--- config.mk ---
export PLATFORM = sky130hd
export DESIGN_NAME = audio_tx_fifo
export DESIGN_NICKNAME = d
export VERILOG_FILES = /design/src/rtl/atx_pkg.sv /design/src/rtl/atx_store.sv /design/src/rtl/atx_hold.sv /design/src/rtl/atx_flags.sv /design/src/rtl/audio_tx_fifo.sv
export SDC_FILE = /design/constraint.sdc
export NUM_CORES = 1
export LEC_CHECK = 0
export BUFFER_PORTS_ARGS = -buffer_cell sky130_fd_sc_hd__buf_2
export CAP_MARGIN = 20
export CORE_ASPECT_RATIO = 1.25
export CORE_MARGIN = 1
export CORE_UTILIZATION = 64
export DETAILED_ROUTE_END_ITERATION = 7
export GPL_TIMING_DRIVEN = 0
export PLACE_DENSITY = 0.84
export SLEW_MARGIN = 10
export SYNTH_ARGS = -nofsm -noshare
export SYNTH_HDL_FRONTEND = slang
export SYNTH_HIERARCHICAL = 1
export SYNTH_SLANG_ARGS = --single-unit
--- constraint.sdc ---
create_clock -name clk -period 4.3 [get_ports clk]
set_clock_uncertainty 0.1 [all_clocks]
set_input_delay 0.215 -clock clk [delete_from_list [all_inputs] [get_ports clk]]
set_output_delay 0.215 -clock clk [all_outputs]
set_load 0.01 [all_outputs]
--- src/rtl/atx_pkg.sv ---
package atx_pkg;

    localparam int SAMPLE_W_DEF = 16;
    localparam int DEPTH_DEF    = 8;
    localparam int LOW_MARK_DEF = 4;

    // one cycle's worth of store traffic
    typedef struct packed {
        logic push;
        logic pop;
    } fifo_op_t;

    // status carried out of the hold stage
    typedef struct packed {
        logic starved;   // slot asked while empty
        logic sticky;    // latched underrun
    } urun_state_t;

    function automatic logic below_mark(input int unsigned fill, input int unsigned mark);
        return fill <= mark;
    endfunction

endpackage

--- src/rtl/atx_store.sv ---
module atx_store
    import atx_pkg::*;
#(
    parameter int DEPTH = DEPTH_DEF,
    parameter int W     = SAMPLE_W_DEF
) (
    input  logic                         clk,
    input  logic                         rst,
    input  fifo_op_t                     op,
    input  logic [W-1:0]                 din,
    output logic [W-1:0]                 head,
    output logic [$clog2(DEPTH+1)-1:0]   count,
    output logic                         full,
    output logic                         empty
);
    localparam int AW = (DEPTH > 1) ? $clog2(DEPTH) : 1;
    localparam int CW = $clog2(DEPTH + 1);
    localparam bit POW2 = (DEPTH == (1 << AW));

    logic [W-1:0]  mem [DEPTH];
    logic [AW-1:0] wp, rp, wp_nx, rp_nx;
    logic [CW-1:0] cnt;

    generate
        if (POW2) begin : g_wrap_free
            assign wp_nx = wp + 1'b1;
            assign rp_nx = rp + 1'b1;
        end else begin : g_wrap_cmp
            assign wp_nx = (wp == AW'(DEPTH - 1)) ? '0 : wp + 1'b1;
            assign rp_nx = (rp == AW'(DEPTH - 1)) ? '0 : rp + 1'b1;
        end
    endgenerate

    always_ff @(posedge clk) begin
        if (op.push) mem[wp] <= din;
    end

    always_ff @(posedge clk) begin
        if (rst) begin
            wp  <= '0;
            rp  <= '0;
            cnt <= '0;
        end else begin
            if (op.push) wp <= wp_nx;
            if (op.pop)  rp <= rp_nx;
            case ({op.push, op.pop})
                2'b10:   cnt <= cnt + 1'b1;
                2'b01:   cnt <= cnt - 1'b1;
                default: cnt <= cnt;
            endcase
        end
    end

    assign head  = mem[rp];
    assign count = cnt;
    assign full  = (cnt == CW'(DEPTH));
    assign empty = (cnt == '0);

    AST_LEVEL_BOUND: assert property (@(posedge clk) disable iff (rst)
        cnt <= CW'(DEPTH));
    AST_POP_NONEMPTY: assert property (@(posedge clk) disable iff (rst)
        op.pop |-> !empty);

endmodule

--- src/rtl/atx_hold.sv ---
module atx_hold
    import atx_pkg::*;
#(
    parameter int W = SAMPLE_W_DEF
) (
    input  logic          clk,
    input  logic          rst,
    input  logic          slot_req,
    input  logic          empty,
    input  logic [W-1:0]  head,
    input  logic          clr,
    output logic          pop,
    output logic [W-1:0]  sample,
    output urun_state_t   st
);
    logic [W-1:0] held;
    logic         sticky;
    logic         starved;

    assign starved = slot_req & empty;
    assign pop     = slot_req & ~empty;

    always_ff @(posedge clk) begin
        if (rst) begin
            held   <= '0;
            sticky <= 1'b0;
        end else begin
            if (pop) held <= head;
            if (starved)  sticky <= 1'b1;
            else if (clr) sticky <= 1'b0;
        end
    end

    assign sample     = held;
    assign st.starved = starved;
    assign st.sticky  = sticky;

    AST_URUN_SET: assert property (@(posedge clk) disable iff (rst)
        (slot_req && empty) |=> sticky);
    AST_URUN_STICKY: assert property (@(posedge clk) disable iff (rst)
        (sticky && !clr) |=> sticky);
    AST_HOLD_SAMPLE: assert property (@(posedge clk) disable iff (rst)
        (slot_req && empty) |=> $stable(held));
    AST_CLEAR: assert property (@(posedge clk) disable iff (rst)
        (clr && !(slot_req && empty)) |=> !sticky);

endmodule

--- src/rtl/atx_flags.sv ---
module atx_flags
    import atx_pkg::*;
#(
    parameter int DEPTH    = DEPTH_DEF,
    parameter int LOW_MARK = LOW_MARK_DEF
) (
    input  logic                        clk,
    input  logic                        rst,
    input  logic [$clog2(DEPTH+1)-1:0]  count,
    input  logic                        mask,
    input  logic                        urun,
    output logic                        svc,
    output logic                        irq
);
    assign svc = below_mark(int'(count), LOW_MARK);
    assign irq = (svc & mask) | urun;

    AST_IRQ_MASKED: assert property (@(posedge clk) disable iff (rst)
        (!mask && !urun) |-> !irq);
    AST_IRQ_URUN: assert property (@(posedge clk) disable iff (rst)
        urun |-> irq);

endmodule

--- src/rtl/audio_tx_fifo.sv ---
module audio_tx_fifo
    import atx_pkg::*;
#(
    parameter int SAMPLE_W = SAMPLE_W_DEF,
    parameter int DEPTH    = DEPTH_DEF,
    parameter int LOW_MARK = LOW_MARK_DEF
) (
    input  logic                        clk,
    input  logic                        rst,
    input  logic                        wr_en,
    input  logic [SAMPLE_W-1:0]         wr_data,
    output logic                        full,
    input  logic                        slot_req,
    output logic [SAMPLE_W-1:0]         sample_out,
    output logic [$clog2(DEPTH+1)-1:0]  level,
    input  logic                        svc_mask,
    output logic                        svc_req,
    input  logic                        urun_clr,
    output logic                        underrun,
    output logic                        irq
);
    localparam int CW = $clog2(DEPTH + 1);

    fifo_op_t            op;
    logic                empty;
    logic                pop;
    logic [SAMPLE_W-1:0] head;
    logic [CW-1:0]       cnt;
    urun_state_t         ust;

    assign op.push = wr_en & ~full;
    assign op.pop  = pop;

    atx_store #(.DEPTH(DEPTH), .W(SAMPLE_W)) u_store (
        .clk   (clk),
        .rst   (rst),
        .op    (op),
        .din   (wr_data),
        .head  (head),
        .count (cnt),
        .full  (full),
        .empty (empty)
    );

    atx_hold #(.W(SAMPLE_W)) u_hold (
        .clk      (clk),
        .rst      (rst),
        .slot_req (slot_req),
        .empty    (empty),
        .head     (head),
        .clr      (urun_clr),
        .pop      (pop),
        .sample   (sample_out),
        .st       (ust)
    );

    atx_flags #(.DEPTH(DEPTH), .LOW_MARK(LOW_MARK)) u_flags (
        .clk   (clk),
        .rst   (rst),
        .count (cnt),
        .mask  (svc_mask),
        .urun  (ust.sticky),
        .svc   (svc_req),
        .irq   (irq)
    );

    assign level    = cnt;
    assign underrun = ust.sticky;

    AST_FULL_NO_GROW: assert property (@(posedge clk) disable iff (rst)
        (full && wr_en && !slot_req) |=> (level == $past(level)));
    AST_SVC_HIGH_FILL: assert property (@(posedge clk) disable iff (rst)
        (level > CW'(LOW_MARK)) |-> !svc_req);
    AST_BALANCED: assert property (@(posedge clk) disable iff (rst)
        (wr_en && slot_req && !full && level != '0) |=> (level == $past(level)));

endmodule

==> out/metrics.csv, run 1 <==
stage,metric,value,unit
worst_setup_path,cp_top_family,simple AND/OR/NAND/NOR gates,
finish,area.growth.synth_to_final,20.2,%
die,io_pins,46,
detailed_routing,drc,0,
detailed_routing,wl,12900,um
timing,fin_ws,1.05,ns
detailed_routing,routed-via-count,3440,
die,core_area,9660,um2
timing,rsz0062_at_grt,false,
detailed_routing,detail-route-antenna-nets,0,
min_path,min_path_type,input port to flop,
detailed_routing,vias_per_cell,6.07,
clock_network,htreeDepth,4,
global_route,grt_pass1_wl,19900,um
worst_setup_path,worstPathCellList,clkbuf_1 > nor4_1 > clkbuf_2 > and2b_4 > buf_8 > ha_1 > buf_2 > nor4b_1 > a41oi_1 > o41ai_1 > mux2_2,
worst_setup_path,cp_num_buf_inv,4,
die,fp-row-count,40,
global_route,antenna_found_initial,0,
power_and_ir_drop,finalPower,4.43,mW
timing,clock.fmax,308,MHz
die,design.die.area,10400,um2
clock_network,cts_resized,0,
die,initial_utilization,66.2,%
clock_network,cts_root_buf,clkbuf_16,
finish,fin_cells,567,
worst_setup_path,startpoint_type,flop,
die,die_width,91.4,um
power_and_ir_drop,ir_worst_vdd,374,uV
detailed_routing,first_pass_iters,4,
timing,fin_setup_tns,0,ns
worst_setup_path,path_class,flop to flop,
finish,nets,455,
place,place_ws,0.845,ns
place,place_inst,517,
clock_network,cts_buffers,17,
logic_synthesis,syn_area,6400,um2
global_route,grt_pass1_vias,3581,
timing,finalCriticalPeriod,3.25,ns
timing,hold_viol,0,
worst_setup_path,cpMaxStageDelayCell,nor4_1,
worst_setup_path,path_max_fanout,14,
clock_network,cts_buffer_depth,2,
clock_network,cts_tree,yes,
power_and_ir_drop,powerDensity,576,nW/um2
global_route,grt_use_total,27.4,%
clock_network,clk-insertion-delay-late,0.42,ns
timing,timing.final.crit_share,75.5,%
place,port_buffers,45,
run,drv_cap,0,
power_and_ir_drop,p_leak,2.68,nW
global_route,grt-ovfl-total,0,
die,die_y,114,um
timing,worst_slew_margin_rel,34.7,%
timing,worstMarginPinSlew,0.975,ns
logic_synthesis,synth_nets,364,
place,dpl.hpwl,7830,um
worst_setup_path,max_stage_delay,0.45,ns
place,place_congestion,0.719,
finish,final_layout_size_suffix_gt1_share,30.8,%
global_route,grt_max_degree,17,
worst_setup_path,crit_required,4.51,ns
worst_setup_path,worstPathArrival,3.46,ns
logic_synthesis,yosysWarnings,6,
detailed_routing,wl_per_cell,22.7,um
detailed_routing,drt-initial-drc-count,243,
logic_synthesis,avgSynthCellArea,19.0,um2
worst_setup_path,cp-end-kind,flop,
logic_synthesis,netlist_instances,337,
finish,diodes,0,
timing,slew_viol_final,0,
clock_network,clkTransAtPathRegs,0.06,ns
clock_network,postCtsSetupBuffers,0,
timing,setup_viol,0,
clock_network,clock_sinks,158,
status,status,"finished, final reports clean",
[layout by cell type, fill, tap and decap left out, types with 4 or more instances in the layout]
| cell type | instances |
|---|---|
| clkbuf_1 | 10 |
| ha_1 | 5 |
| nor2_2 | 6 |
| mux4_2 | 4 |
| dlygate4sd3_1 | 17 |
| buf_6 | 8 |
| xor2_1 | 5 |
| mux4_1 | 28 |
| o21ai_2 | 9 |
| edfxtp_1 | 128 |
| dfxtp_1 | 30 |
| o21ai_0 | 5 |
| buf_8 | 5 |
| nand2b_1 | 21 |
| nand2_1 | 6 |
| clkinvlp_4 | 6 |
| clkbuf_16 | 17 |
| nand4bb_1 | 16 |
| nor2_1 | 11 |
| buf_2 | 46 |
| mux2_2 | 18 |
[power breakdown]
part           leakage (nW)  total [mW]  internal [mW]  switching, mW
sequential             1.41        1.91           1.82         0.0862
clock                 0.272        1.50          0.913          0.587
combinational          1.00        1.02          0.501          0.517
[worst reg2reg max path, delay by kind of cell (launching register included)]
family / cells / cell delay (ns)
flops: 1 / 0.33
buf+inv: 4 / 0.76
fa+ha+maj: 1 / 0.29
compound gates: 2 / 0.22
simple gates: 3 / 1.04
mux: 1 / 0.40
[per-stage QoR]
| step | hold slack [ns] | cell area [um2] | util [%] |
|---|---|---|---|
| 4_1_cts | 0.0527 | 7690 | 79.6 |
| 3_3_place_gp | 0.356 | 6780 | 70.2 |
| 5_1_grt | 0.0755 | 7690 | 79.6 |
| 6_report | 0.0611 | 7690 | 79.6 |
| 2_1_floorplan | 0.214 | 6400 | - |
| 3_5_place_dp | 0.355 | 6920 | 71.6 |
[per-layer routing]
metal | track usage [%] | wire length (um) | vias to the layer above | part of all wire (%)
met2 | 46.8 | 6760 | 134 | 52
met3 | 7.80 | 843 | 23 | 6.5
met4 | 14.1 | 247 | 0 | 1.9
li1 | - | - | 1545 | -
met1 | 31.7 | 5040 | 1738 | 39
met5 | 0 | 0 | - | 0
[area by class of cell]
cell class	instances	area, um2
inverter	1	3.75
clock buffer	19	433
buffer	19	123
timing repair buffer	72	513
multi-input combinational	159	1850
sequential	158	4440
tap	126	158
clock inverter	13	166
fill	500	1970
[flip-flops by register name, summed over array words and instances (netlist names), named ones only]
signal	cells
u_hold/sample	16
u_hold/sticky	1
u_store/count	4
u_store/mem	128
u_store/rp	3
u_store/wp	3
[worst paths after layout]
kind / startpoint / endpoint / slack, ns / depth (start not counted)
max: u_store/count[1] / u_store/count[3] / 1.05 / 11
min reg2reg: u_hold/sample[14] / u_hold/sample[14] / 0.37 / 2
max reg2reg: u_store/count[1] / u_store/count[3] / 1.05 / 11
min: slot_req / u_hold/sample[13] / 0.06 / 3
[what timing repair did]
| action | in CTS | in global routing |
|---|---|---|
| endpoints found under the setup margin | 0 | 0 |
| hold buffers | 17 | 0 |
| endpoints found under the hold margin | 129 | 0 |
Power figures use the tool's default switching activity.
==> run 2, diff against run 1 <==
Settings changed: CORE_UTILIZATION 64 to 60, PLACE_DENSITY 0.84 to 0.79.
Clock period 4.3 ns to 3 ns, I/O delays scaled along.
==> run 2 against run 1 <==
Power is 41% higher. Register-to-register slack worse by 0.91 ns. Clock power is 32% higher. Via count is 2.5% lower. Combinational power is 46% higher. Clock-buffer cell count is 2 higher. Routed wire length is 3.9% lower. Highest routed layer unchanged.
==> out/metrics.csv, run 2 (synthesis results as in run 1) <==
stage,metric,value,unit,change
timing,clock.fmax,350,MHz,+14%
finish,final_core_util,75.4,%,-4.2 points
clock_network,cts_buffers,17,,unchanged
finish,final_layout_size_suffix_gt1_share,31.2,%,+0.38 points
finish,fin_cells,571,,+0.71%
finish,diodes,0,,unchanged
timing,hold_viol,0,,unchanged
detailed_routing,drt-initial-drc-count,193,,-21%
clock_network,clock_sinks,158,,unchanged
worst_setup_path,startpoint_type,flop,,
place,dpl.hpwl,7900,um,+0.82%
worst_setup_path,max_stage_delay,0.44,ns,about the same
run,drv_cap,0,,unchanged
detailed_routing,routed-via-count,3355,,-2.5%
global_route,grt_use_total,24.5,%,-2.9 points
clock_network,clk-insertion-delay-late,0.41,ns,about the same
finish,nets,456,,+0.22%
die,die_y,117,um,+3.2%
clock_network,cts_root_buf,clkbuf_16,,
clock_network,cts_tree,yes,,
die,design.die.area,11100,um2,+6.5%
place,place_congestion,0.688,,-4.3%
worst_setup_path,crit_required,3.20,ns,-1.31 ns
timing,timing.final.crit_share,95.3,%,+20 points
detailed_routing,first_pass_iters,4,,unchanged
detailed_routing,vias_per_cell,5.88,,-3.2%
timing,setup_viol,0,,unchanged
detailed_routing,wl_per_cell,21.7,um,-4.6%
die,io_pins,46,,unchanged
die,core_area,10200,um2,+5.7%
status,status,"finished, final reports clean",,
finish,largest_reg_flops,128,,unchanged
detailed_routing,detail-route-antenna-nets,0,,unchanged
finish,final_common_cell,edfxtp_1,,
global_route,grt_pass1_wl,19000,um,-4.6%
clock_network,htreeDepth,4,,unchanged
worst_setup_path,path_class,flop to flop,,
global_route,grt-ovfl-total,0,,unchanged
timing,worst_slew_margin_rel,48.1,%,+13 points
global_route,antenna_found_initial,0,,unchanged
min_path,min_path_type,input port to flop,,
worst_setup_path,path_max_fanout,14,,unchanged
timing,slew_viol_final,0,,unchanged
worst_setup_path,worstPathCellList,nor4_4 > and2b_4 > buf_8 > ha_1 > buf_2 > nor4b_2 > a41oi_1 > o41ai_1 > mux2_2,,
die,die_width,94.4,um,+3.2%
timing,finalCriticalPeriod,2.86,ns,-0.388 ns
worst_setup_path,worstPathArrival,3.06,ns,-0.40 ns
clock_network,clkTransAtPathRegs,0.06,ns,about the same
worst_setup_path,cpMaxStageDelayCell,nor4_4,,
place,port_buffers,45,,unchanged
worst_setup_path,cp-end-kind,flop,,
global_route,grt_max_degree,17,,unchanged
detailed_routing,wl,12400,um,-3.9%
die,initial_utilization,62.7,%,-3.6 points
finish,regMostFlops,u_store/mem,,
finish,final_cell_mix,"edfxtp_1, buf_2, dfxtp_1, mux4_1, nand2b_1",,
detailed_routing,drc,0,,unchanged
power_and_ir_drop,ir_worst_vdd,436,uV,+17%
finish,area.growth.synth_to_final,20.3,%,about the same
die,fp-row-count,41,,+2.5%
power_and_ir_drop,powerDensity,809,nW/um2,+41%
timing,worstMarginPinSlew,0.774,ns,-0.201 ns
global_route,grt_pass1_vias,3504,,-2.2%
place,place_inst,520,,+0.58%
power_and_ir_drop,p_leak,2.69,nW,+0.36%
clock_network,cts_buffer_depth,2,,unchanged
run 2: changes by cell type in the layout (fill, tap and decap cells not counted), moves of 2 or more:
| cell | previous run | this run |
|---|---|---|
| buf_4 | 3 | 6 |
| buf_6 | 8 | 4 |
| buf_8 | 5 | 8 |
| bufinv_16 | 3 | 1 |
| clkbuf_8 | 0 | 2 |
| clkinv_1 | 0 | 2 |
| clkinv_2 | 1 | 3 |
| clkinvlp_4 | 6 | 3 |
run 2: power breakdown:
part           internal [mW]  switching (mW)  leakage [nW]
Sequential              2.62           0.143          1.41
Clock                   1.18           0.804         0.264
Combinational          0.758           0.729          1.02
Total                   4.55            1.68          2.69
run 2: worst paths after layout:
kind / from / to / slack, ns / cells after the start
min: rst / u_store/count[3] / 0.05 / 3
min reg2reg: u_hold/sample[2] / u_hold/sample[2] / 0.37 / 2
max reg2reg: u_store/count[2] / u_store/count[3] / 0.14 / 9
max: u_store/count[2] / u_store/count[3] / 0.14 / 9
run 2: final cells by class:
class,count,area (um2)
Tap cell,129,161
Clock inverter,11,92.6
Clock buffer,21,460
Fill cell,584,2510
Inverter,1,3.75
Buffer,18,119
Timing Repair Buffer,74,541
Sequential cell,158,4450
Multi-Input combinational cell,159,1870
run 2: what timing repair did:
action	4_1_cts	5_1_grt
endpoints found under the hold margin	132	0
pin swaps	1	1
gates resized for setup	2	2
hold buffers	18	0
endpoints found under the setup margin	3	2
buffers inserted	0	2
run 2: worst max-delay path, delay by kind of cell (launching register included):
family	cells	cell delay [ns]
multiplexers	1	0.38
flip-flops	1	0.42
AND/OR/NAND/NOR	3	1.02
adder cells (fa/ha/maj)	1	0.30
AO/OA/AOI/OAI	2	0.20
buffers and inverters	2	0.33
run 2: per-stage QoR:
| stage | area [um2] | hold slack (ns) | power, mW | worst slack [ns] | setup TNS [ns] |
|---|---|---|---|---|---|
| 2_1_floorplan | 6400 | 0.149 | 3.73 | 0.00283 | 0 |
| 3_3_place_gp | 6780 | 0.310 | 4.09 | -0.777 | -24.12 |
| 3_5_place_dp | 6930 | 0.320 | 4.19 | -0.420 | -0.741 |
| 4_1_cts | 7680 | 0.0233 | 6.22 | 0.0190 | 0 |
| 5_1_grt | 7690 | 0.0413 | 6.49 | -0.0195 | -0.0195 |
| 6_report | 7690 | 0.0477 | 6.22 | 0.140 | 0 |
run 2: per-layer routing:
metal	vias up	GRT usage [%]	part of all wire, %
met5	-	0	0
met4	0	9.90	1.7
met3	18	6.29	5.6
met2	126	41.1	53
met1	1669	29.9	40
li1	1542	-	-
==> run 3, diff against run 2 <==
--- a/config.mk
+++ b/config.mk
@@ -9,5 +9,5 @@
 export CAP_MARGIN = 20
 export CORE_ASPECT_RATIO = 1.25
-export CORE_MARGIN = 1
+export CORE_MARGIN = 4
 export CORE_UTILIZATION = 60
 export DETAILED_ROUTE_END_ITERATION = 7
==> constraint.sdc (replaced) <==
create_clock -name clk -period 3 [get_ports clk]
set_clock_uncertainty 0.1 [all_clocks]
set_input_delay 0.3 -clock clk [delete_from_list [all_inputs] [get_ports clk]]
set_output_delay 0.3 -clock clk [all_outputs]
set_load 0.01 [all_outputs]
==> run 3 against run 2 <==
Sequential power about the same. Die area increased by 12%. Global-route usage is 2.4 points lower. Critical path depth unchanged. Routed wire length grew 1.2%. Power increased by 0.60%. Critical endpoint unchanged. Highest routed layer unchanged.
==> out/metrics.csv, run 3 (synthesis results as in run 1) <==
stage,metric,value,unit,change
power_and_ir_drop,powerDensity,830,nW/um2,+2.6%
detailed_routing,wl,12500,um,+1.2%
detailed_routing,routed-via-count,3350,,-0.15%
worst_setup_path,cp-end-kind,flop,,
place,place_ws,-0.480,ns,-0.0596 ns
global_route,grt_pass1_wl,19400,um,+2.3%
die,initial_utilization,62.3,%,-0.31 points
global_route,grt_use_total,22.1,%,-2.4 points
finish,final_common_cell,edfxtp_1,,
power_and_ir_drop,clockPowerShare,32.2,%,+0.4 points
power_and_ir_drop,p_comb_share,23.8,%,about the same
die,die_y,123,um,+5.1%
place,place_congestion,0.740,,+7.5%
die,design.die.area,12400,um2,+12%
timing,hold_ws,0.0508,ns,+0.00308 ns
detailed_routing,top_layer,met4,,
power_and_ir_drop,seqPwrFrac,44.0,%,-0.3 points
place,port_buffers,45,,unchanged
place,placed_cell_area,6950,um2,+0.34%
global_route,grt-ovfl-total,0,,unchanged
finish,multiInputGateArea,1870,um2,unchanged
detailed_routing,vias_per_cell,6.05,,+2.9%
finish,fin_area,7550,um2,-1.9%
power_and_ir_drop,switchingPower,1.69,mW,+0.66%
finish,final_cell_mix,"edfxtp_1, buf_2, dfxtp_1, mux4_1, nand2b_1",,
detailed_routing,wl_per_cell,22.6,um,+4.3%
min_path,hold_start,wr_data[4],,
finish,fillers,603,,+3.3%
timing,hold_viol,0,,unchanged
worst_setup_path,path_class,flop to flop,,
detailed_routing,dr_wl_met2,6380,um,-2.2%
clock_network,clock_sinks,158,,unchanged
timing,setup_viol,0,,unchanged
worst_setup_path,r2r_end,u_store/count[3],,
detailed_routing,detail-route-antenna-nets,0,,unchanged
global_route,grt_max_degree,17,,unchanged
finish,area.growth.synth_to_final,18.0,%,
clock_network,cts_tree,yes,,
clock_network,cts_root_buf,clkbuf_16,,
finish,final_core_util,73.5,%,-1.8 points
min_path,holdPathEnd,u_store/mem[4][4],,
timing,timing.final.crit_share,94.6,%,-0.74 points
min_path,hold_depth,1,,-2
timing,slew_viol_final,0,,unchanged
timing,clock.fmax,352,MHz,+0.78%
detailed_routing,first_pass_iters,4,,unchanged
timing,finalCriticalPeriod,2.84,ns,-0.0221 ns
finish,largest_reg_flops,128,,unchanged
worst_setup_path,crit_required,3.20,ns,about the same
die,fp-row-count,41,,unchanged
worst_setup_path,startpoint_type,flop,,
finish,final_layout_size_suffix_gt1_share,32.9,%,+1.7 points
min_path,min_path_type,input port to flop,,
worst_setup_path,reg2reg_depth,9,,unchanged
detailed_routing,drc,0,,unchanged
global_route,grt_pass1_vias,3451,,-1.5%
finish,diodes,0,,unchanged
clock_network,cts_buffer_depth,2,,unchanged
worst_setup_path,path_max_fanout,14,,unchanged
clock_network,cts_buffers,17,,unchanged
status,status,"finished, final reports clean",,
detailed_routing,drt-initial-drc-count,369,,+91%
clock_network,clkTransAtPathRegs,0.06,ns,about the same
power_and_ir_drop,ir_worst_vdd,465,uV,+6.6%
finish,seqCellArea,4450,um2,unchanged
power_and_ir_drop,p_leak,2.63,nW,-2.3%
timing,fin_setup_tns,0,ns,unchanged
die,core_area,10300,um2,+0.50%
finish,nets,439,,-3.7%
die,die_width,100,um,+6.4%
worst_setup_path,r2r_slack,0.16,ns,+0.02 ns
detailed_routing,drt-met1-wl,4960,um,about the same
global_route,antenna_found_initial,0,,unchanged
timing,fin_ws,0.162,ns,+0.0221 ns
timing,worstMarginPinSlew,0.764,ns,-0.0101 ns
power_and_ir_drop,cell_internal_pwr,4.57,mW,+0.58%
detailed_routing,wl_met3,993,um,+43%
worst_setup_path,r2r_start,u_store/count[2],,
die,io_pins,46,,unchanged
timing,worst_slew_margin_rel,49.1,%,+0.95 points
run,drv_cap,0,,unchanged
place,dpl.hpwl,7990,um,+1.2%
worst_setup_path,worstPathArrival,3.04,ns,-0.02 ns
finish,regMostFlops,u_store/mem,,
power_and_ir_drop,p_sw_share,26.9,%,about the same
clock_network,clk-insertion-delay-late,0.41,ns,about the same
clock_network,htreeDepth,4,,unchanged
-- run 3: critical path, cell delays in order, from the launching register on --
cell and delay (ns):
dfxtp_1 0.41, nor4_4 0.45, and2b_4 0.28, buf_8 0.16, ha_1 0.29, buf_2 0.16, nor4b_1 0.31, a41oi_1 0.08
o41ai_1 0.11, mux2_2 0.37
-- run 3: how the worst max path moves through the flow --
| stage | from | to | slack, ns | cells after the start |
|---|---|---|---|---|
| final | u_store/count[2] | u_store/count[3] | 0.16 | 9 |
| after global routing | u_store/count[2] | u_store/count[2] | -0.006 | 10 |
| after CTS | u_store/count[1] | u_store/count[3] | 0.06 | 9 |
| after detailed placement | u_store/count[1] | u_store/count[3] | -0.48 | 10 |
| after global placement | u_store/count[1] | u_store/mem[0][8] | -0.72 | 5 |
| after floorplan | u_store/count[1] | u_store/count[3] | 0.003 | 10 |
-- run 3: final cells by class --
type                            instances  share of cell area (%)
Clock buffer                           20                    5.79
Buffer                                 18                    1.58
Tap cell                              129                    2.14
Clock inverter                         12                    1.64
Timing Repair Buffer                   57                    5.09
Multi-Input combinational cell        159                    24.8
Inverter                                1                  0.0497
Sequential cell                       158                    58.9
-- run 3: per-layer routing --
metal	up-vias	global-route usage, %
met2	160	35.8
met1	1658	28.5
met5	-	0
met4	0	8.26
met3	21	6.60
li1	1511	-
-- run 3: power groups by stage --
stage	logic (mW)	clock network [mW]	registers [mW]
2_1_floorplan	0.927	0	2.80
3_3_place_gp	1.34	0	2.77
3_5_place_dp	1.43	0	2.78
4_1_cts	1.47	2.04	2.75
5_1_grt	1.60	2.15	2.78
6_report	1.49	2.01	2.76
-- run 3: what timing repair did --
| item | CTS | global route |
|---|---|---|
| buffers inserted | 0 | 2 |
| setup endpoints to repair | 3 | 2 |
| pin swaps | 1 | 1 |
| resized for setup | 2 | 2 |
| hold buffers | 0 | 0 |
-- run 3: stage by stage --
step                      instances  power (mW)
after floorplan                 337        3.73
after detailed placement        521        4.21
after CTS                       553        6.25
after global placement          511        4.10
after global routing            554        6.53
final                           554        6.26
